File: config.mk
export PLATFORM = sky130hd
export DESIGN_NAME = stereo_ser_port
export DESIGN_NICKNAME = d
export VERILOG_FILES = /design/src/rtl/ser_pkg.sv /design/src/rtl/ser_bclk_gen.sv /design/src/rtl/ser_sync.sv /design/src/rtl/ser_shift.sv /design/src/rtl/stereo_ser_port.sv
export SDC_FILE = /design/constraint.sdc
export NUM_CORES = 1
export LEC_CHECK = 0
export ABC_CLOCK_PERIOD_IN_PS = 9800
export BUFFER_PORTS_ARGS = -buffer_cell sky130_fd_sc_hd__buf_2
export CAP_MARGIN = 10
export CELL_PAD_IN_SITES_DETAIL_PLACEMENT = 1
export CELL_PAD_IN_SITES_GLOBAL_PLACEMENT = 1
export CORE_ASPECT_RATIO = 0.6
export CORE_MARGIN = 1.5
export CORE_UTILIZATION = 45
export CTS_BUF_LIST = sky130_fd_sc_hd__clkbuf_4
export DETAILED_ROUTE_END_ITERATION = 10
export PLACE_DENSITY = 0.81
export SYNTH_ARGS = -nofsm -noshare
export SYNTH_HDL_FRONTEND = slang
export SYNTH_SLANG_ARGS = --single-unit
File: constraint.sdc
create_clock -name clk_i -period 9.8 [get_ports clk_i]
set_clock_uncertainty 0.2 [all_clocks]
set_input_delay 0 -clock clk_i [delete_from_list [all_inputs] [get_ports clk_i]]
set_output_delay 0 -clock clk_i [all_outputs]
set_load 0.05 [all_outputs]
File: src/rtl/ser_pkg.sv
package ser_pkg;
  typedef enum logic [1:0] {
    FMT_MSB = 2'b00,
    FMT_LSB = 2'b01,
    FMT_ALT = 2'b10,
    FMT_I2S = 2'b11
  } ser_fmt_e;
endpackage

File: src/rtl/ser_bclk_gen.sv
module ser_bclk_gen #(
  parameter int DIV_W = 8
) (
  input  logic             clk_i,
  input  logic             rst_ni,
  input  logic             run_i,
  input  logic [DIV_W-1:0] div_i,
  output logic             bclk_o,
  output logic             fall_o
);
  logic [DIV_W-1:0] cnt_q;
  logic             bclk_q;
  logic             wrap;

  assign wrap   = (cnt_q == div_i);
  assign fall_o = run_i & wrap & bclk_q;
  assign bclk_o = bclk_q;

  always_ff @(posedge clk_i or negedge rst_ni) begin
    if (!rst_ni) begin
      cnt_q  <= '0;
      bclk_q <= 1'b0;
    end else if (!run_i) begin
      cnt_q  <= '0;
      bclk_q <= 1'b0;
    end else if (wrap) begin
      cnt_q  <= '0;
      bclk_q <= ~bclk_q;
    end else begin
      cnt_q <= cnt_q + 1'b1;
    end
  end

  // half period is at least two cycles when the divider is non-zero
  assert_half_period_R8: assert property (@(posedge clk_i) disable iff (!rst_ni)
    (run_i && $past(run_i) && $stable(div_i) && div_i != '0 && $changed(bclk_q))
      |=> (!run_i || $stable(bclk_q)));
endmodule

File: src/rtl/ser_sync.sv
module ser_sync #(
  parameter int STAGES = 2,
  parameter int N      = 2
) (
  input  logic         clk_i,
  input  logic         rst_ni,
  input  logic [N-1:0] async_i,
  output logic [N-1:0] sync_o,
  output logic         fall0_o
);
  logic fall_d_q;

  for (genvar g = 0; g < N; g++) begin : g_chain
    logic [STAGES-1:0] sh_q;
    always_ff @(posedge clk_i or negedge rst_ni) begin
      if (!rst_ni) sh_q <= '0;
      else         sh_q <= {sh_q[STAGES-2:0], async_i[g]};
    end
    assign sync_o[g] = sh_q[STAGES-1];
  end

  always_ff @(posedge clk_i or negedge rst_ni) begin
    if (!rst_ni) fall_d_q <= 1'b0;
    else         fall_d_q <= sync_o[0];
  end

  assign fall0_o = fall_d_q & ~sync_o[0];
endmodule

File: src/rtl/ser_shift.sv
module ser_shift
  import ser_pkg::*;
#(
  parameter int SAMPLE_W = 16  // power of two
) (
  input  logic                clk_i,
  input  logic                rst_ni,
  input  logic                run_i,
  input  logic                step_i,
  input  logic                master_i,
  input  logic                ext_fclk_i,
  input  logic [1:0]          fmt_i,
  input  logic                offset_bin_i,
  input  logic [SAMPLE_W-1:0] hold_l_i,
  input  logic [SAMPLE_W-1:0] hold_r_i,
  output logic                sdata_o,
  output logic                fclk_o
);
  localparam int SLOTS  = 2 * SAMPLE_W;
  localparam int SLOT_W = $clog2(SLOTS);
  localparam int IDX_W  = $clog2(SAMPLE_W);
  localparam logic [IDX_W-1:0]    K_TOP = IDX_W'(SAMPLE_W - 1);
  localparam logic [SAMPLE_W-1:0] MSB_M = {1'b1, {(SAMPLE_W-1){1'b0}}};

  ser_fmt_e            fmt;
  logic                i2s, lsb_first, lft_now, frame_start;
  logic [SLOT_W-1:0]   slot_q, slot_nxt, src;
  logic [SAMPLE_W-1:0] cur_l_q, cur_r_q, new_l, new_r, word_l, word;
  logic [IDX_W-1:0]    k;
  logic                lft_prev_q, sdata_q, fclk_q, bit_nxt, fclk_nxt;

  always_comb begin
    fmt         = ser_fmt_e'(fmt_i);
    i2s         = (fmt == FMT_I2S);
    lsb_first   = (fmt == FMT_LSB);
    lft_now     = ext_fclk_i ^ i2s;
    // slave realigns on the left-half edge, master free-runs
    slot_nxt    = (!master_i && lft_now && !lft_prev_q) ? '0 : slot_q + 1'b1;
    frame_start = (slot_nxt == '0);
    new_l       = hold_l_i ^ (offset_bin_i ? MSB_M : '0);
    new_r       = hold_r_i ^ (offset_bin_i ? MSB_M : '0);
    word_l      = frame_start ? new_l : cur_l_q;
    // I2S slot 0 still carries the old right LSB
    src         = i2s ? slot_nxt - 1'b1 : slot_nxt;
    word        = src[SLOT_W-1] ? cur_r_q : word_l;
    k           = src[IDX_W-1:0];
    bit_nxt     = lsb_first ? word[k] : word[K_TOP - k];
    fclk_nxt    = master_i & (~slot_nxt[SLOT_W-1] ^ i2s);
  end

  always_ff @(posedge clk_i or negedge rst_ni) begin
    if (!rst_ni) begin
      slot_q     <= '1;
      lft_prev_q <= 1'b1;
      sdata_q    <= 1'b0;
      fclk_q     <= 1'b0;
      cur_l_q    <= '0;
      cur_r_q    <= '0;
    end else if (!run_i) begin
      slot_q     <= '1;
      lft_prev_q <= 1'b1;
      sdata_q    <= 1'b0;
      fclk_q     <= 1'b0;
    end else if (step_i) begin
      slot_q     <= slot_nxt;
      lft_prev_q <= lft_now;
      sdata_q    <= bit_nxt;
      fclk_q     <= fclk_nxt;
      if (frame_start) begin
        cur_l_q <= new_l;
        cur_r_q <= new_r;
      end
    end
  end

  assign sdata_o = sdata_q;
  assign fclk_o  = fclk_q;

  // frame clock moves only at the half boundaries
  assert_fclk_slot_R2: assert property (@(posedge clk_i) disable iff (!rst_ni)
    (run_i && $past(run_i) && master_i && $past(master_i) && $stable(fmt_i) && $changed(fclk_q))
      |-> (slot_q == '0 || slot_q == SLOT_W'(SAMPLE_W)));
endmodule

File: src/rtl/stereo_ser_port.sv
module stereo_ser_port #(
  parameter int SAMPLE_W = 16,
  parameter int DIV_W    = 8,
  parameter int SYNC_N   = 2
) (
  input  logic                clk_i,
  input  logic                rst_ni,
  input  logic                en_i,
  input  logic                ext_dac_i,
  input  logic                master_i,
  input  logic [1:0]          fmt_i,
  input  logic                offset_bin_i,
  input  logic [DIV_W-1:0]    clk_div_i,
  input  logic                valid_i,
  input  logic [SAMPLE_W-1:0] left_i,
  input  logic [SAMPLE_W-1:0] right_i,
  input  logic                bclk_i,
  input  logic                fclk_i,
  output logic                bclk_o,
  output logic                fclk_o,
  output logic                sdata_o
);
  logic                run;
  logic [SAMPLE_W-1:0] hold_l_q, hold_r_q;
  logic                m_bclk, m_fall, s_fall, step;
  logic [1:0]          s_sync;

  assign run = en_i & ext_dac_i;

  always_ff @(posedge clk_i or negedge rst_ni) begin
    if (!rst_ni) begin
      hold_l_q <= '0;
      hold_r_q <= '0;
    end else if (valid_i) begin
      hold_l_q <= left_i;
      hold_r_q <= right_i;
    end
  end

  ser_bclk_gen #(.DIV_W(DIV_W)) u_gen (
    .clk_i  (clk_i),
    .rst_ni (rst_ni),
    .run_i  (run & master_i),
    .div_i  (clk_div_i),
    .bclk_o (m_bclk),
    .fall_o (m_fall)
  );

  ser_sync #(.STAGES(SYNC_N), .N(2)) u_sync (
    .clk_i   (clk_i),
    .rst_ni  (rst_ni),
    .async_i ({fclk_i, bclk_i}),
    .sync_o  (s_sync),
    .fall0_o (s_fall)
  );

  assign step = master_i ? m_fall : (run & s_fall);

  ser_shift #(.SAMPLE_W(SAMPLE_W)) u_shift (
    .clk_i        (clk_i),
    .rst_ni       (rst_ni),
    .run_i        (run),
    .step_i       (step),
    .master_i     (master_i),
    .ext_fclk_i   (s_sync[1]),
    .fmt_i        (fmt_i),
    .offset_bin_i (offset_bin_i),
    .hold_l_i     (hold_l_q),
    .hold_r_i     (hold_r_q),
    .sdata_o      (sdata_o),
    .fclk_o       (fclk_o)
  );

  assign bclk_o = master_i & m_bclk;

  assert_idle_quiet_R10: assert property (@(posedge clk_i) disable iff (!rst_ni)
    !run |=> (sdata_o == 1'b0 && fclk_o == 1'b0 && bclk_o == 1'b0));

  assert_data_on_fall_R8: assert property (@(posedge clk_i) disable iff (!rst_ni)
    (run && $past(run) && master_i && $past(master_i) && $changed(sdata_o)) |-> $fell(bclk_o));
endmodule

==> results of run 1 <==
-- what timing repair did --
action	4_1_cts	5_1_grt
hold buffers	62	0
hold endpoints to repair	139	0
buffers inserted	0	0
-- metrics by stage --
stage                     setup WS (ps)  hold WS (ps)
after floorplan                    6350          -496
after global placement             5450          -230
after detailed placement           5180          -223
after CTS                          5150         0.503
after global routing               4770          51.2
final                              5050          11.1
-- how the worst max path moves through the flow --
| stage | startpoint | endpoint | slack (ps) | cells after the start |
|---|---|---|---|---|
| after detailed placement | u_shift.lft_prev_q | u_shift.sdata_o | 5180 | 12 |
| after CTS | u_shift.lft_prev_q | u_shift.sdata_o | 5150 | 12 |
| final | u_shift.lft_prev_q | u_shift.sdata_o | 5050 | 12 |
| after global routing | u_shift.lft_prev_q | u_shift.sdata_o | 4770 | 12 |
| after floorplan | u_shift.lft_prev_q | u_shift.sdata_o | 6350 | 15 |
| after global placement | u_shift.lft_prev_q | u_shift.sdata_o | 5450 | 12 |
-- Yosys cell counts (all sizes together), types with 2 or more instances --
cell type / number / share of area [%]
nand3: 15 / 1.7
and3: 5 / 0.68
dfrtp: 80 / 44
o21a: 3 / 0.49
or3: 2 / 0.38
nor2b: 2 / 0.27
nor3: 6 / 0.76
a21o: 2 / 0.33
a211oi: 10 / 1.6
o211ai: 3 / 0.49
or2: 2 / 0.27
buf: 17 / 2.5
a211o: 4 / 0.76
or4b: 2 / 0.44
o311ai: 2 / 0.38
o31ai: 3 / 0.79
ha: 3 / 0.82
nand2: 26 / 2.2
nand3b: 2 / 0.33
xnor2: 15 / 2.9
nand4: 5 / 0.68
xor2: 8 / 1.5
o22ai: 8 / 1.1
dfstp: 6 / 3.4
inv: 5 / 0.41
mux2: 70 / 17
mux2i: 17 / 4.0
o21ai: 6 / 0.65
o2111ai: 3 / 0.57
nor2: 31 / 2.6
a21oi: 17 / 2.1
clkbuf: 6 / 0.52
and2: 3 / 0.41
-- where the power goes --
part	switching, mW	total (mW)	internal, mW
sequential	0.0431	0.453	0.410
combinational	0.110	0.227	0.117
clock	0.141	0.200	0.0587
-- state kept, by name (all words and copies together) (netlist names) --
name and cells:
u_sync.g_chain.sh_q 4, u_gen.bclk_o 1, u_shift.slot_q 5, hold_r_q 16
u_shift.cur_r_q 16, u_shift.lft_prev_q 1, u_gen.cnt_q 8, u_shift.sdata_o 1
u_shift.cur_l_q 16, u_sync.fall_d_q 1, hold_l_q 16, u_shift.fclk_o 1
-- cells in the final DEF, fill, tap and decap left out, types with 6 or more instances in the layout --
| cell | n |
|---|---|
| dfrtp_1 | 80 |
| mux2_2 | 66 |
| dlygate4sd3_1 | 61 |
| buf_2 | 52 |
| nor2_1 | 30 |
| nand2_1 | 24 |
| a21oi_1 | 16 |
| mux2i_1 | 16 |
| xnor2_1 | 15 |
| nand3_1 | 14 |
| a211oi_1 | 10 |
| clkbuf_4 | 9 |
| xor2_1 | 8 |
| o22ai_1 | 8 |
| dfstp_2 | 6 |
-- metal layers --
layer / global-route usage [%] / vias to the layer above / part of all wire [%]
li1: - / 1685 / -
met1: 32.7 / 1863 / 45
met2: 41.0 / 90 / 48
met3: 5.12 / 23 / 4.4
met4: 8.37 / 0 / 1.7
met5: 1.85 / - / 0
-- critical path, delay by kind of cell, from the launching register on --
kind,cells,cell delay (ps)
AND/OR/NAND/NOR,5,2110
AO/OA/AOI/OAI,5,1040
flip-flops,1,560
multiplexers,1,360
adder cells (fa/ha/maj),1,350
-- cells by family after synthesis --
| family | after synthesis | synth area share, % |
|---|---|---|
| compound gates | 70 | 11.0 |
| xor+xnor | 23 | 4.39 |
| fa+ha+maj | 3 | 0.818 |
| buf+inv | 28 | 3.38 |
| flops | 86 | 47.0 |
| mux | 88 | 21.7 |
| simple gates | 106 | 11.6 |
-- layout make-up --
cell class	instances	share of cell area, %
flip-flops and latches	86	37.8
repair buffers	119	16.3
clock inverters	7	1.18
inverters	5	0.329
multi-input cells	290	40.2
well taps	135	2.96
clock buffers	9	1.18
==> metrics.yaml, run 1 <==
syn_to_final_growth_pct: 24.3
final_net_count: 565
ys_seq_elements: 86
ctsRootBufferMaster: "clkbuf_4"
tightest_slew_ps: 1030
powerDensity_mw_per_mm2: 154
cts.sinks: 86
fin_crit_ps: 4750
insertedDiodeCount: 0
max_stage_delay_ps: 880
first_pass_iters: 5
critPathMaxFanout: 24
maxSlewHeadroom_pct: 31.4
final-seq-area_sq_mm: 0.00216
r2r_slack_ps: 5050
vias: 3661
dpl_cell_area_sq_mm: 0.00494
drv_slew: 0
fmax_ghz: 0.211
place.port_buffers: 53
dpl.hpwl_um: 8250
syn_avg_cell_area_sq_um: 11.4
num_io_pins: 54
fp.dieH_um: 81.2
start_util_pct: 46.5
grt_pass1_wl_um: 20200
clockBufferDepth: 2
hp-start: "clk_div_i[5]"
netlist_area_sq_mm: 0.00459
dieArea_sq_mm: 0.0108
syn_nets: 458
dr.first_iter.drc_count: 155
arrival_ps: 4900
die_w_um: 133
synth-main-ff-cell: "dfrtp_1"
clkLatencyLatePin_ps: 480
wl_per_cell_um: 19.5
remaining_drc_errors: 0
final_cell_area_sq_mm: 0.00571
end_kind: "flip-flop"
synth_edf_count: 0
r2r-end: "u_shift.sdata_o"
coreArea_sq_mm: 0.00988
setup_viol: 0
crit_type: "reg -> reg"
rows: 28
numCtsBuffers: 9
antenna_found_initial: 0
grt_pass1_vias: 3843
r2r_start: "u_shift.lft_prev_q"
synth_cells: 404
cp_slowest_cell: "and2_1"
ant_nets: 0
multi_input_area_sq_mm: 0.00230
min_to: "u_gen.cnt_q[0]"
grt_max_degree: 55
worstHoldPathCells: 5
viasPerCell: 5.62
dp_cells: 573
rsz0062_at_grt: "no"
cts_tree: "built"
cts_resized: 0
tns_ps: 0
power_mw: 0.879
cp.required_ps: 9950
timing.final.crit_share_pct: 48.5
drt_wl_total_um: 12700
fill_cells: 1084
fin_util_pct: 57.8
async_reset_ff_share_pct: 100
reg2reg_depth: 12
yosysWarnings: 0
ir_drop_mv: 0.0717
place_congestion: 0.907
final_cells: 651
track_usage_pct: 24.7
status: "completed"
drive_above_1_share_pct: 31.0
ys_seq_area_share_pct: 47.0
max-cap-violations: 0
htree_levels: 3
ys_types: 65
clk_pin_slew_ps: 170
worstPathCellList: "or2_0 > a21o_1 > nand2_1 > ha_1 > and3_1 > a31oi_1 > and2_1 > mux2i_4 > o22ai_1 > or4b_1 > o311ai_1 > o211ai_1"
grt.overflow.total: 0
static-leakage-power_nw: 2.49
final_hold_viol_count: 0
critPathLaunchType: "flip-flop"
min_path_type: "in -> reg"
No activity file was read; power rests on OpenSTA's default activity.
==> run 2: changes to the inputs <==
- ABC_CLOCK_PERIOD_IN_PS: 9800 -> 4100
- CORE_UTILIZATION: 45 -> 44
- PLACE_DENSITY: 0.81 -> 0.83
- clock period: 9.8 -> 4.1 ns (I/O delays scaled with it)
==> metrics.yaml, run 2 (synthesized netlist as in run 1, its figures left out) <==
tightest_slew_ps: 1090  # +59.5 ps
dpl.hpwl_um: 8160  # -1.1%
powerDensity_mw_per_mm2: 386  # +150%
maxSlewHeadroom_pct: 27.5  # -4.0 points
dieArea_sq_mm: 0.0111  # +2.2%
coreArea_sq_mm: 0.00998  # +1.1%
cts_tree: "built"
dr.first_iter.drc_count: 274  # +77%
crit_start: "u_shift.slot_q[0]"
place.port_buffers: 53  # unchanged
fill_cells: 1089  # +0.46%
layout_common_cells: "dfrtp_1 (80), mux2_2 (66), buf_2 (52), dlygate4sd3_1 (46), nor2_1 (30)"
insertedDiodeCount: 0  # unchanged
clockBufferDepth: 2  # unchanged
ant_nets: 0  # unchanged
min_path_type: "in -> reg"
cp_slowest_cell: "dfstp_2"
htree_levels: 3  # unchanged
remaining_drc_errors: 0  # unchanged
rsz0062_at_grt: "no"
syn_to_final_growth_pct: 21.8
grt.overflow.total: 0  # unchanged
track_usage_pct: 23.4  # -1.3 points
rows: 28  # unchanged
grt_pass1_vias: 3798  # -1.2%
crit_type: "reg -> reg"
hp-start: "valid_i"
final_net_count: 552  # -2.3%
cp_num_buf_inv: 1  # +1
ir_drop_mv: 0.242  # +240%
cp.required_ps: 4240  # -5710 ps
critPathLaunchType: "flip-flop"
setup_viol: 0  # unchanged
cts.sinks: 86  # unchanged
fin_crit_ps: 3870  # -875 ps
status: "completed"
tns_ps: 0  # unchanged
wl_per_cell_um: 19.0  # -2.8%
final_common_cell: "dfrtp_1"
r2r_start: "u_shift.slot_q[0]"
max-cap-violations: 0  # unchanged
clk_pin_slew_ps: 150  # -20 ps
multi_input_area_sq_mm: 0.00230  # +0.16%
timing.final.crit_share_pct: 94.5  # +46 points
final_cell_area_sq_mm: 0.00559  # -2.0%
fmax_ghz: 0.258  # +23%
clkLatencyLatePin_ps: 460  # -20 ps
worstPathCellList: "ha_1 > nand3_2 > xor2_1 > a31oi_1 > and2_2 > buf_4 > nor2_1 > a211oi_1 > or4b_1 > o21ai_1 > o211ai_1"
final_hold_viol_count: 0  # unchanged
drive_above_1_share_pct: 32.6  # +1.6 points
cpLargestDelayFamily: "simple AND/OR/NAND/NOR gates"
static-leakage-power_nw: 2.44  # -1.9%
drt_wl_total_um: 12100  # -4.7%
fp.dieH_um: 82.1  # +1.1%
vias: 3590  # -1.9%
ctsRootBufferMaster: "clkbuf_4"
antenna_found_initial: 0  # unchanged
power_mw: 2.16  # +150%
viasPerCell: 5.63  # about the same
grt_pass1_wl_um: 19600  # -2.7%
first_pass_iters: 4  # -1
critPathMaxFanout: 13  # -46%
grt_max_degree: 87  # +58%
arrival_ps: 4020  # -880 ps
max_stage_delay_ps: 710  # -170 ps
numCtsBuffers: 9  # unchanged
die_w_um: 135  # +1.1%
end_kind: "flip-flop"
dpl_cell_area_sq_mm: 0.00496  # +0.46%
place_congestion: 0.903  # -0.39%
start_util_pct: 46.0  # -0.49 points
hold_slack_ps: 38.9  # +27.8 ps
num_io_pins: 54  # unchanged
final-seq-area_sq_mm: 0.00216  # unchanged
drv_slew: 0  # unchanged
[run 2: cell count changes in the layout (fill, tap and decap cells not counted), sizes merged]
cell	before	now
inv	9	6
buf	58	60
clkinv	3	4
bufinv	0	2
dlygate4sd3	61	46
[run 2: worst paths after layout]
path,endpoint,slack (ps),cells past startpoint
max in group asynchronous,u_shift.cur_l_q[14],2930,2
worst max-delay path,u_shift.sdata_o,230,11
worst min-delay path,hold_r_q[0],40,2
worst min register to register,u_sync.g_chain[0].sh_q[1],180,0
min in group asynchronous,u_shift.sdata_o,70,2
worst max register to register,u_shift.sdata_o,230,11
[run 2: timing repair]
item,CTS,global route
buffers inserted,0,0
setup endpoints to repair,0,1
endpoints found under the hold margin,133,0
resized for setup,0,2
hold buffers,46,0
[run 2: area by class of cell]
class,count,area share [%]
Clock inverter,7,1.72
Timing Repair Buffer,106,14.0
Tap cell,135,3.02
Inverter,5,0.336
Clock buffer,9,1.21
Sequential cell,86,38.6
Multi-Input combinational cell,290,41.1
[run 2: layer usage]
layer | part of all wire (%) | GRT usage (%) | up-vias
li1 | - | - | 1659
met1 | 47 | 31.4 | 1837
met2 | 47 | 39.1 | 82
met3 | 5.3 | 5.56 | 12
met4 | 0.95 | 5.70 | 0
met5 | 0 | 0 | -
[run 2: stage by stage]
stage / util, % / std cells / setup WS (ps)
6_report: 56.0 / 638 / 226
2_1_floorplan: - / 404 / 651
3_3_place_gp: 49.7 / 576 / 454
5_1_grt: 56.0 / 638 / 9.23
3_5_place_dp: 49.7 / 576 / 247
4_1_cts: 56.0 / 638 / 126
[run 2: power by group]
group,total (mW),leakage (nW),switching (mW),internal [mW]
combinational,0.514,1.30,0.249,0.265
clock,0.559,0.0903,0.309,0.249
sequential,1.08,1.05,0.106,0.979
[run 2: worst reg2reg max path, cell delays in order (launching register included)]
cell and delay (ps):
dfstp_2 710, ha_1 390, nand3_2 150, xor2_1 440
a31oi_1 280, and2_2 320, buf_4 190, nor2_1 170
a211oi_1 80, or4b_1 530, o21ai_1 200, o211ai_1 110
